===== src/rtl/sram_sleep_pkg.sv =====
// Shared types of the SRAM sleep sequencer.
// Assumes a 2-bit command code that both the upstream and downstream ports use.
package sram_sleep_pkg;

    typedef enum logic [1:0] {
        CMD_DESEL = 2'b00,
        CMD_READ  = 2'b01,
        CMD_WRITE = 2'b10,
        CMD_RSVD  = 2'b11
    } cmd_e;

    typedef enum logic [2:0] {
        ST_ACTIVE  = 3'd0,
        ST_DRAIN   = 3'd1,
        ST_SETUP   = 3'd2,
        ST_SLEEP   = 3'd3,
        ST_RECOVER = 3'd4
    } state_e;

    typedef enum logic [1:0] {
        GATE_OPEN    = 2'd0,
        GATE_NOWRITE = 2'd1,
        GATE_CLOSED  = 2'd2
    } gate_e;

endpackage


===== src/rtl/sss_occupancy.sv =====
// Tracks read/write cycles that are still inside the SRAM pipeline.
// A shift register of RD_LAT bits is marked each time a read or write is issued.
// The pipeline is busy while any bit is set.
// Assumes RD_LAT >= 1.
module sss_occupancy #(
    parameter int RD_LAT = 2
) (
    input  logic clk,
    input  logic rst_n,
    input  logic issue,
    output logic busy
);

    logic [RD_LAT-1:0] pipe_q;

    generate
        if (RD_LAT == 1) begin : g_single
            // Holds the one cycle of occupancy.
            always_ff @(posedge clk) begin
                if (!rst_n) pipe_q <= '0;
                else        pipe_q <= issue;
            end
        end else begin : g_shift
            // Ages each issued cycle by one stage per clock.
            always_ff @(posedge clk) begin
                if (!rst_n) pipe_q <= '0;
                else        pipe_q <= {pipe_q[RD_LAT-2:0], issue};
            end
        end
    endgenerate

    // Busy while any stage still holds an issued cycle.
    always_comb busy = |pipe_q;

endmodule


===== src/rtl/sss_window_timer.sv =====
// Down-counter for the setup and recovery windows.
// Loading a value N makes expired go high N cycles later.
// The count holds at zero once it gets there.
module sss_window_timer #(
    parameter int CNT_W = 2
) (
    input  logic             clk,
    input  logic             rst_n,
    input  logic             load,
    input  logic [CNT_W-1:0] load_val,
    output logic             expired
);

    logic [CNT_W-1:0] cnt_q;

    // Loads on request and otherwise counts down to zero.
    always_ff @(posedge clk) begin
        if (!rst_n)           cnt_q <= '0;
        else if (load)        cnt_q <= load_val;
        else if (cnt_q != '0) cnt_q <= cnt_q - 1'b1;
    end

    // The window has ended once the count is zero.
    always_comb expired = (cnt_q == '0);

endmodule


===== src/rtl/sss_cmd_gate.sv =====
// Filters upstream commands on their way to the SRAM, according to the gate mode.
// OPEN passes everything. NOWRITE holds writes back and passes reads or deselects.
// CLOSED accepts nothing.
// Whatever is not accepted goes downstream as a deselect.
// The reserved code is accepted but forwarded as a deselect.
module sss_cmd_gate
    import sram_sleep_pkg::*;
#(
    parameter int ADDR_W = 19
) (
    input  gate_e             gate,
    input  logic              up_valid,
    input  logic [1:0]        up_cmd,
    input  logic [ADDR_W-1:0] up_addr,
    output logic              up_ready,
    output logic [1:0]        dn_cmd,
    output logic [ADDR_W-1:0] dn_addr,
    output logic              issue
);

    logic fire;
    logic is_rw;

    // Ready follows the gate mode and, in NOWRITE, the offered command.
    always_comb begin
        case (gate)
            GATE_OPEN:    up_ready = 1'b1;
            GATE_NOWRITE: up_ready = (up_cmd != CMD_WRITE);
            default:      up_ready = 1'b0;
        endcase
    end

    // An accepted read or write reaches the SRAM. Anything else becomes a deselect.
    always_comb begin
        fire    = up_valid && up_ready;
        is_rw   = (up_cmd == CMD_READ) || (up_cmd == CMD_WRITE);
        dn_cmd  = (fire && is_rw) ? up_cmd : CMD_DESEL;
        dn_addr = up_addr;
        issue   = fire && is_rw;
    end

endmodule


===== src/rtl/sss_fsm.sv =====
// Sleep sequencing state machine: ACTIVE, DRAIN, SETUP, SLEEP, RECOVER, then ACTIVE.
// The sleep pin, grant and wake pulse come straight from flops, so the
// asynchronous pin never glitches.
// Assumes SETUP_CYC >= 1 and RECOVER_CYC >= 1.
module sss_fsm
    import sram_sleep_pkg::*;
#(
    parameter int SETUP_CYC   = 2,
    parameter int RECOVER_CYC = 2,
    parameter int CNT_W       = 2
) (
    input  logic             clk,
    input  logic             rst_n,
    input  logic             sleep_req,
    input  logic             busy,
    input  logic             expired,
    output gate_e            gate,
    output logic             tmr_load,
    output logic [CNT_W-1:0] tmr_val,
    output logic             sleep_pin,
    output logic             sleep_gnt,
    output logic             wake_done
);

    localparam logic [CNT_W-1:0] SETUP_VAL   = CNT_W'(SETUP_CYC - 1);
    localparam logic [CNT_W-1:0] RECOVER_VAL = CNT_W'(RECOVER_CYC - 1);

    state_e state_q, state_d;

    // Next state, plus the timer load when a window opens.
    always_comb begin
        state_d  = state_q;
        tmr_load = 1'b0;
        tmr_val  = '0;
        case (state_q)
            ST_ACTIVE:  if (sleep_req) state_d = ST_DRAIN;
            ST_DRAIN: begin
                if (!sleep_req) state_d = ST_ACTIVE;
                else if (!busy) begin
                    state_d  = ST_SETUP;
                    tmr_load = 1'b1;
                    tmr_val  = SETUP_VAL;
                end
            end
            ST_SETUP:   if (expired) state_d = ST_SLEEP;
            ST_SLEEP: begin
                if (!sleep_req) begin
                    state_d  = ST_RECOVER;
                    tmr_load = 1'b1;
                    tmr_val  = RECOVER_VAL;
                end
            end
            ST_RECOVER: if (expired) state_d = ST_ACTIVE;
            default:    state_d = ST_ACTIVE;
        endcase
    end

    // Command gate mode for each state.
    always_comb begin
        case (state_q)
            ST_ACTIVE:  gate = GATE_OPEN;
            ST_SETUP,
            ST_RECOVER: gate = GATE_NOWRITE;
            default:    gate = GATE_CLOSED;
        endcase
    end

    // State register and the registered outputs.
    always_ff @(posedge clk) begin
        if (!rst_n) begin
            state_q   <= ST_ACTIVE;
            sleep_pin <= 1'b0;
            sleep_gnt <= 1'b0;
            wake_done <= 1'b0;
        end else begin
            state_q   <= state_d;
            sleep_pin <= (state_d == ST_SETUP) || (state_d == ST_SLEEP);
            sleep_gnt <= (state_d == ST_SLEEP);
            wake_done <= (state_q == ST_RECOVER) && (state_d == ST_ACTIVE);
        end
    end

endmodule


===== src/rtl/sram_sleep_seq.sv =====
// Top of the SRAM sleep sequencer.
// Joins the state machine, the window timer, the pipeline occupancy tracker and
// the command gate.
// Assumes the SRAM keeps a read or write in its pipeline for RD_LAT cycles after
// the issue edge.
module sram_sleep_seq
    import sram_sleep_pkg::*;
#(
    parameter int ADDR_W      = 19,
    parameter int RD_LAT      = 2,
    parameter int SETUP_CYC   = 2,
    parameter int RECOVER_CYC = 2
) (
    input  logic              clk,
    input  logic              rst_n,
    input  logic              sleep_req,
    output logic              sleep_gnt,
    output logic              wake_done,
    input  logic              up_valid,
    output logic              up_ready,
    input  logic [1:0]        up_cmd,
    input  logic [ADDR_W-1:0] up_addr,
    output logic [1:0]        dn_cmd,
    output logic [ADDR_W-1:0] dn_addr,
    output logic              sleep_pin
);

    localparam int MAX_WIN = (SETUP_CYC > RECOVER_CYC) ? SETUP_CYC : RECOVER_CYC;
    localparam int CNT_W   = (MAX_WIN > 1) ? $clog2(MAX_WIN) : 1;

    gate_e            gate;
    logic             occ_busy;
    logic             issue;
    logic             tmr_load;
    logic             tmr_expired;
    logic [CNT_W-1:0] tmr_val;

    sss_fsm #(
        .SETUP_CYC  (SETUP_CYC),
        .RECOVER_CYC(RECOVER_CYC),
        .CNT_W      (CNT_W)
    ) i_fsm (
        .clk      (clk),
        .rst_n    (rst_n),
        .sleep_req(sleep_req),
        .busy     (occ_busy),
        .expired  (tmr_expired),
        .gate     (gate),
        .tmr_load (tmr_load),
        .tmr_val  (tmr_val),
        .sleep_pin(sleep_pin),
        .sleep_gnt(sleep_gnt),
        .wake_done(wake_done)
    );

    sss_window_timer #(.CNT_W(CNT_W)) i_timer (
        .clk     (clk),
        .rst_n   (rst_n),
        .load    (tmr_load),
        .load_val(tmr_val),
        .expired (tmr_expired)
    );

    sss_occupancy #(.RD_LAT(RD_LAT)) i_occ (
        .clk  (clk),
        .rst_n(rst_n),
        .issue(issue),
        .busy (occ_busy)
    );

    sss_cmd_gate #(.ADDR_W(ADDR_W)) i_gate (
        .gate    (gate),
        .up_valid(up_valid),
        .up_cmd  (up_cmd),
        .up_addr (up_addr),
        .up_ready(up_ready),
        .dn_cmd  (dn_cmd),
        .dn_addr (dn_addr),
        .issue   (issue)
    );

endmodule


===== config.mk =====
export PLATFORM = sky130hd
export DESIGN_NAME = sram_sleep_seq
export DESIGN_NICKNAME = d
export VERILOG_FILES = /design/src/rtl/sram_sleep_pkg.sv /design/src/rtl/sss_occupancy.sv /design/src/rtl/sss_window_timer.sv /design/src/rtl/sss_cmd_gate.sv /design/src/rtl/sss_fsm.sv /design/src/rtl/sram_sleep_seq.sv
export SDC_FILE = /design/constraint.sdc
export NUM_CORES = 1
export LEC_CHECK = 0
export BUFFER_PORTS_ARGS = -buffer_cell sky130_fd_sc_hd__buf_2
export CORE_MARGIN = 3
export CORE_UTILIZATION = 41
export DETAILED_ROUTE_END_ITERATION = 8
export GPL_TIMING_DRIVEN = 0
export HOLD_SLACK_MARGIN = 0.12
export PLACE_DENSITY = 0.83
export SLEW_MARGIN = 40
export SYNTH_ARGS = -nofsm -noshare
export SYNTH_HDL_FRONTEND = slang
export SYNTH_HIERARCHICAL = 1
export SYNTH_SLANG_ARGS = --single-unit

===== constraint.sdc =====
create_clock -name clk -period 3.3 [get_ports clk]
set_input_delay 0.165 -clock clk [delete_from_list [all_inputs] [get_ports clk]]
set_output_delay 0.165 -clock clk [all_outputs]
set_load 0.03 [all_outputs]

==> impl_metrics.env <==
export IMPL_worst_voltage_drop_across_the_vdd_grid_uv=167
export IMPL_ff_latch_count_synth=9
export IMPL_rsz0062_at_grt="no"
export IMPL_fill_cells=134
export IMPL_worstReg2RegStart="i_occ/pipe_q[1]"
export IMPL_period_share=0.534
export IMPL_dieArea_um2=2030
export IMPL_critical_path_top_delay_family="simple AND/OR/NAND/NOR gates"
export IMPL_yosysWarningCount=6
export IMPL_ctsResizeCount=0
export IMPL_drive_gt1_frac=0.598
export IMPL_capturing_point_of_the_worst_reg2reg_path="i_fsm/sleep_gnt"
export IMPL_count_of_vias_placed_by_the_detailed_router=546
export IMPL_die_width_um=45.1
export IMPL_cts_tree="done"
export IMPL_clockBufferDepth=2
export IMPL_firstDrtPassIters=4
export IMPL_worst_path_most_repeated_cell="buf_2"
export IMPL_outcome="finished clean"
export IMPL_antenna_cells_inserted=0
export IMPL_period_needed_ns=1.76
export IMPL_ff_latch_area_um2=180
export IMPL_crit_path_cell_trace="buf_2 > xnor2_1 > nor2_1 > and2_4 > nor4b_2 > buf_2"
export IMPL_r2r_worst_path_cells=4
export IMPL_ys_seq_area_frac=0.287
export IMPL_cts_htree_levels=1
export IMPL_drc_errors=0
export IMPL_num_rows=13
export IMPL_number_of_nets_still_failing_antenna_checks_after_routing=0
export IMPL_fmaxAchievable_mhz=567
export IMPL_drt_wl_cell_um=9.92
export IMPL_layout_nets=129
export IMPL_grt_antenna_before_repair=0
export IMPL_power_density_cell_area_nw_per_um2=380
export IMPL_end_kind="output pin"
export IMPL_crit_required_ns=3.13
export IMPL_kind_of_critical_path="reg2out"
export IMPL_gr_total_overflow=0
export IMPL_post_synth_num_cell_types=27
export IMPL_areaGrowthSynthToFinish_pct=31.1
export IMPL_die_height_um=45.1
export IMPL_syn_cell_area_um2=627
export IMPL_yosys_top_cell_area_share=0.287
export IMPL_largest_net_degree_at_the_start_of_global_routing=11
export IMPL_finish_utilization=0.602
export IMPL_finalHoldWorstSlack_ns=0.198
export IMPL_final_common_cell="buf_2"
export IMPL_worstHoldEndpoint="i_fsm/state_q[2]"
export IMPL_ys_top_cells_by_area="dfxtp_1 29%, buf_4 26%, a2111oi_4 4.4%"
export IMPL_number_of_cells_traversed_by_the_worst_hold_path=2
export IMPL_clk_transition_reported_paths_ns=0.06
export IMPL_syn_nets=94
export IMPL_timing_worst_slew_pin_value_ns=0.328
export IMPL_relSlewSlack=0.776
export IMPL_dr_first_iter_drc_count=12
export IMPL_finalSetupTns_ns=0
export IMPL_worstPathMaxFanout=9
export IMPL_ff2ff_setup_slack_ns=2.04
export IMPL_clock_sinks=9
export IMPL_grt_first_pass_wirelength_mm=1.79
export IMPL_port_buffer_count=30
export IMPL_critical_path_max_stage_delay_ns=0.30
export IMPL_preCtsSetupSlack_ns=1.82
export IMPL_worst_clock_skew_ns=0.00229
export IMPL_crit_arrival_ns=1.60
export IMPL_io_pin_count=50
export IMPL_multi_input_area_um2=262
export IMPL_hold_startpoint="rst_n"
export IMPL_crit_path_top_delay_cell="dfxtp_1"
export IMPL_mean_instance_size_in_the_synthesized_netlist_um2=9.22
export IMPL_groute_usage_overall=0.123
export IMPL_sum_of_net_half_perimeters_after_detailed_placement_mm=1.01
export IMPL_clockRootBuffer="clkbuf_4"
export IMPL_cts_hold_buf=0
export IMPL_leak_nw=0.427
export IMPL_final_hold_violation_count=0
export IMPL_post_cts_buffers=0
export IMPL_holdCritPathClass="in2reg"
export IMPL_maxSlewViolCount=0
export IMPL_timing_critical_path_buf_inv=2
export IMPL_yosys_area_top_type="dfxtp_1"
export IMPL_cts_buffers=3
export IMPL_setup_viol_count_final=0
export IMPL_final_cell_mix="31 x buf_2, 22 x buf_4, 9 x dfxtp_1"
export IMPL_clkLatencyLatePin_ns=0.26
export IMPL_maxCapViolations=0
export IMPL_gp_congestion=0.755
export IMPL_initial_utilization=0.459
export IMPL_synth_cells=68
export IMPL_postRouteWirelength_mm=1.16
export IMPL_first_global_vias=507
export IMPL_drt_vias_per_instance=4.67
export IMPL_final_setup_worst_slack_ns=1.54
export IMPL_fp_coreArea_um2=1370
export IMPL_start_kind="flip-flop"
## Yosys cell counts, drive strengths merged
cell,number
o21a,1
ha,1
nor4b,3
or2,1
and2,5
o21ai,1
xnor2,1
inv,4
a2111oi,3
nor3b,2
nand2b,2
buf,23
nor4,1
nor3,1
nor2,5
and3,1
nor2b,1
a21o,1
mux2i,1
dfxtp,9
and4,1
## cell type report
class                      count  area share
tap                           15      0.0228
timing repair buffer          30       0.183
inverter                       4      0.0183
sequential                     9       0.219
buffer                        23       0.207
multi-input combinational     32       0.318
clock buffer                   4      0.0320
## worst max-delay path by stage
stage | endpoint | startpoint | cells after the start
after detailed placement | dn_cmd[1] | i_fsm/state_q[2] | 6
final | dn_cmd[1] | i_fsm/state_q[2] | 6
after floorplan | dn_cmd[0] | i_fsm/state_q[2] | 5
after global routing | dn_cmd[1] | i_fsm/state_q[2] | 6
after CTS | dn_cmd[1] | i_fsm/state_q[2] | 6
after global placement | dn_cmd[1] | i_fsm/state_q[2] | 6
## logic make-up after synthesis
logic type                 count (synthesis)  synth area share
xor gates and xnor gates                   1            0.0140
and+or+nand+nor                           23             0.254
DFF                                        9             0.287
AOI/OAI and AO/OA                          6             0.114
muxes                                      1            0.0160
buffers and inverters                     27             0.295
adders and majority gates                  1            0.0200
## metal layers
layer	global-route usage	vias to the layer above	wire, um	share of wire
met5	0	-	0	0
met2	0.209	37	559	0.48
li1	-	274	-	-
met4	0.0702	0	0	0
met1	0.126	235	459	0.40
met3	0.0518	0	143	0.12
## where the power goes
group / switching (W) / leakage, nW / total [W] / internal (W)
clock network: 0.0000369 / 0.0150 / 0.0000834 / 0.0000465
logic: 0.0000653 / 0.339 / 0.000114 / 0.0000486
registers: 0.00000130 / 0.0734 / 0.000115 / 0.000114
## state kept, by name (all words and copies together) (netlist names)
register / count
i_fsm/sleep_gnt: 1
i_fsm/sleep_pin: 1
i_fsm/state_q: 3
i_fsm/wake_done: 1
i_occ/pipe_q: 2
i_timer/cnt_q: 1
## through the flow
| stage | cell area [um^2] | cells | total power [W] |
|---|---|---|---|
| 2_1_floorplan | 627 | 68 | 0.000208 |
| 3_3_place_gp | 796 | 113 | 0.000231 |
| 3_5_place_dp | 796 | 113 | 0.000233 |
| 4_1_cts | 822 | 117 | 0.000319 |
| 5_1_grt | 822 | 117 | 0.000333 |
| 6_report | 822 | 117 | 0.000313 |
No activity file was read; power rests on OpenSTA's default activity.
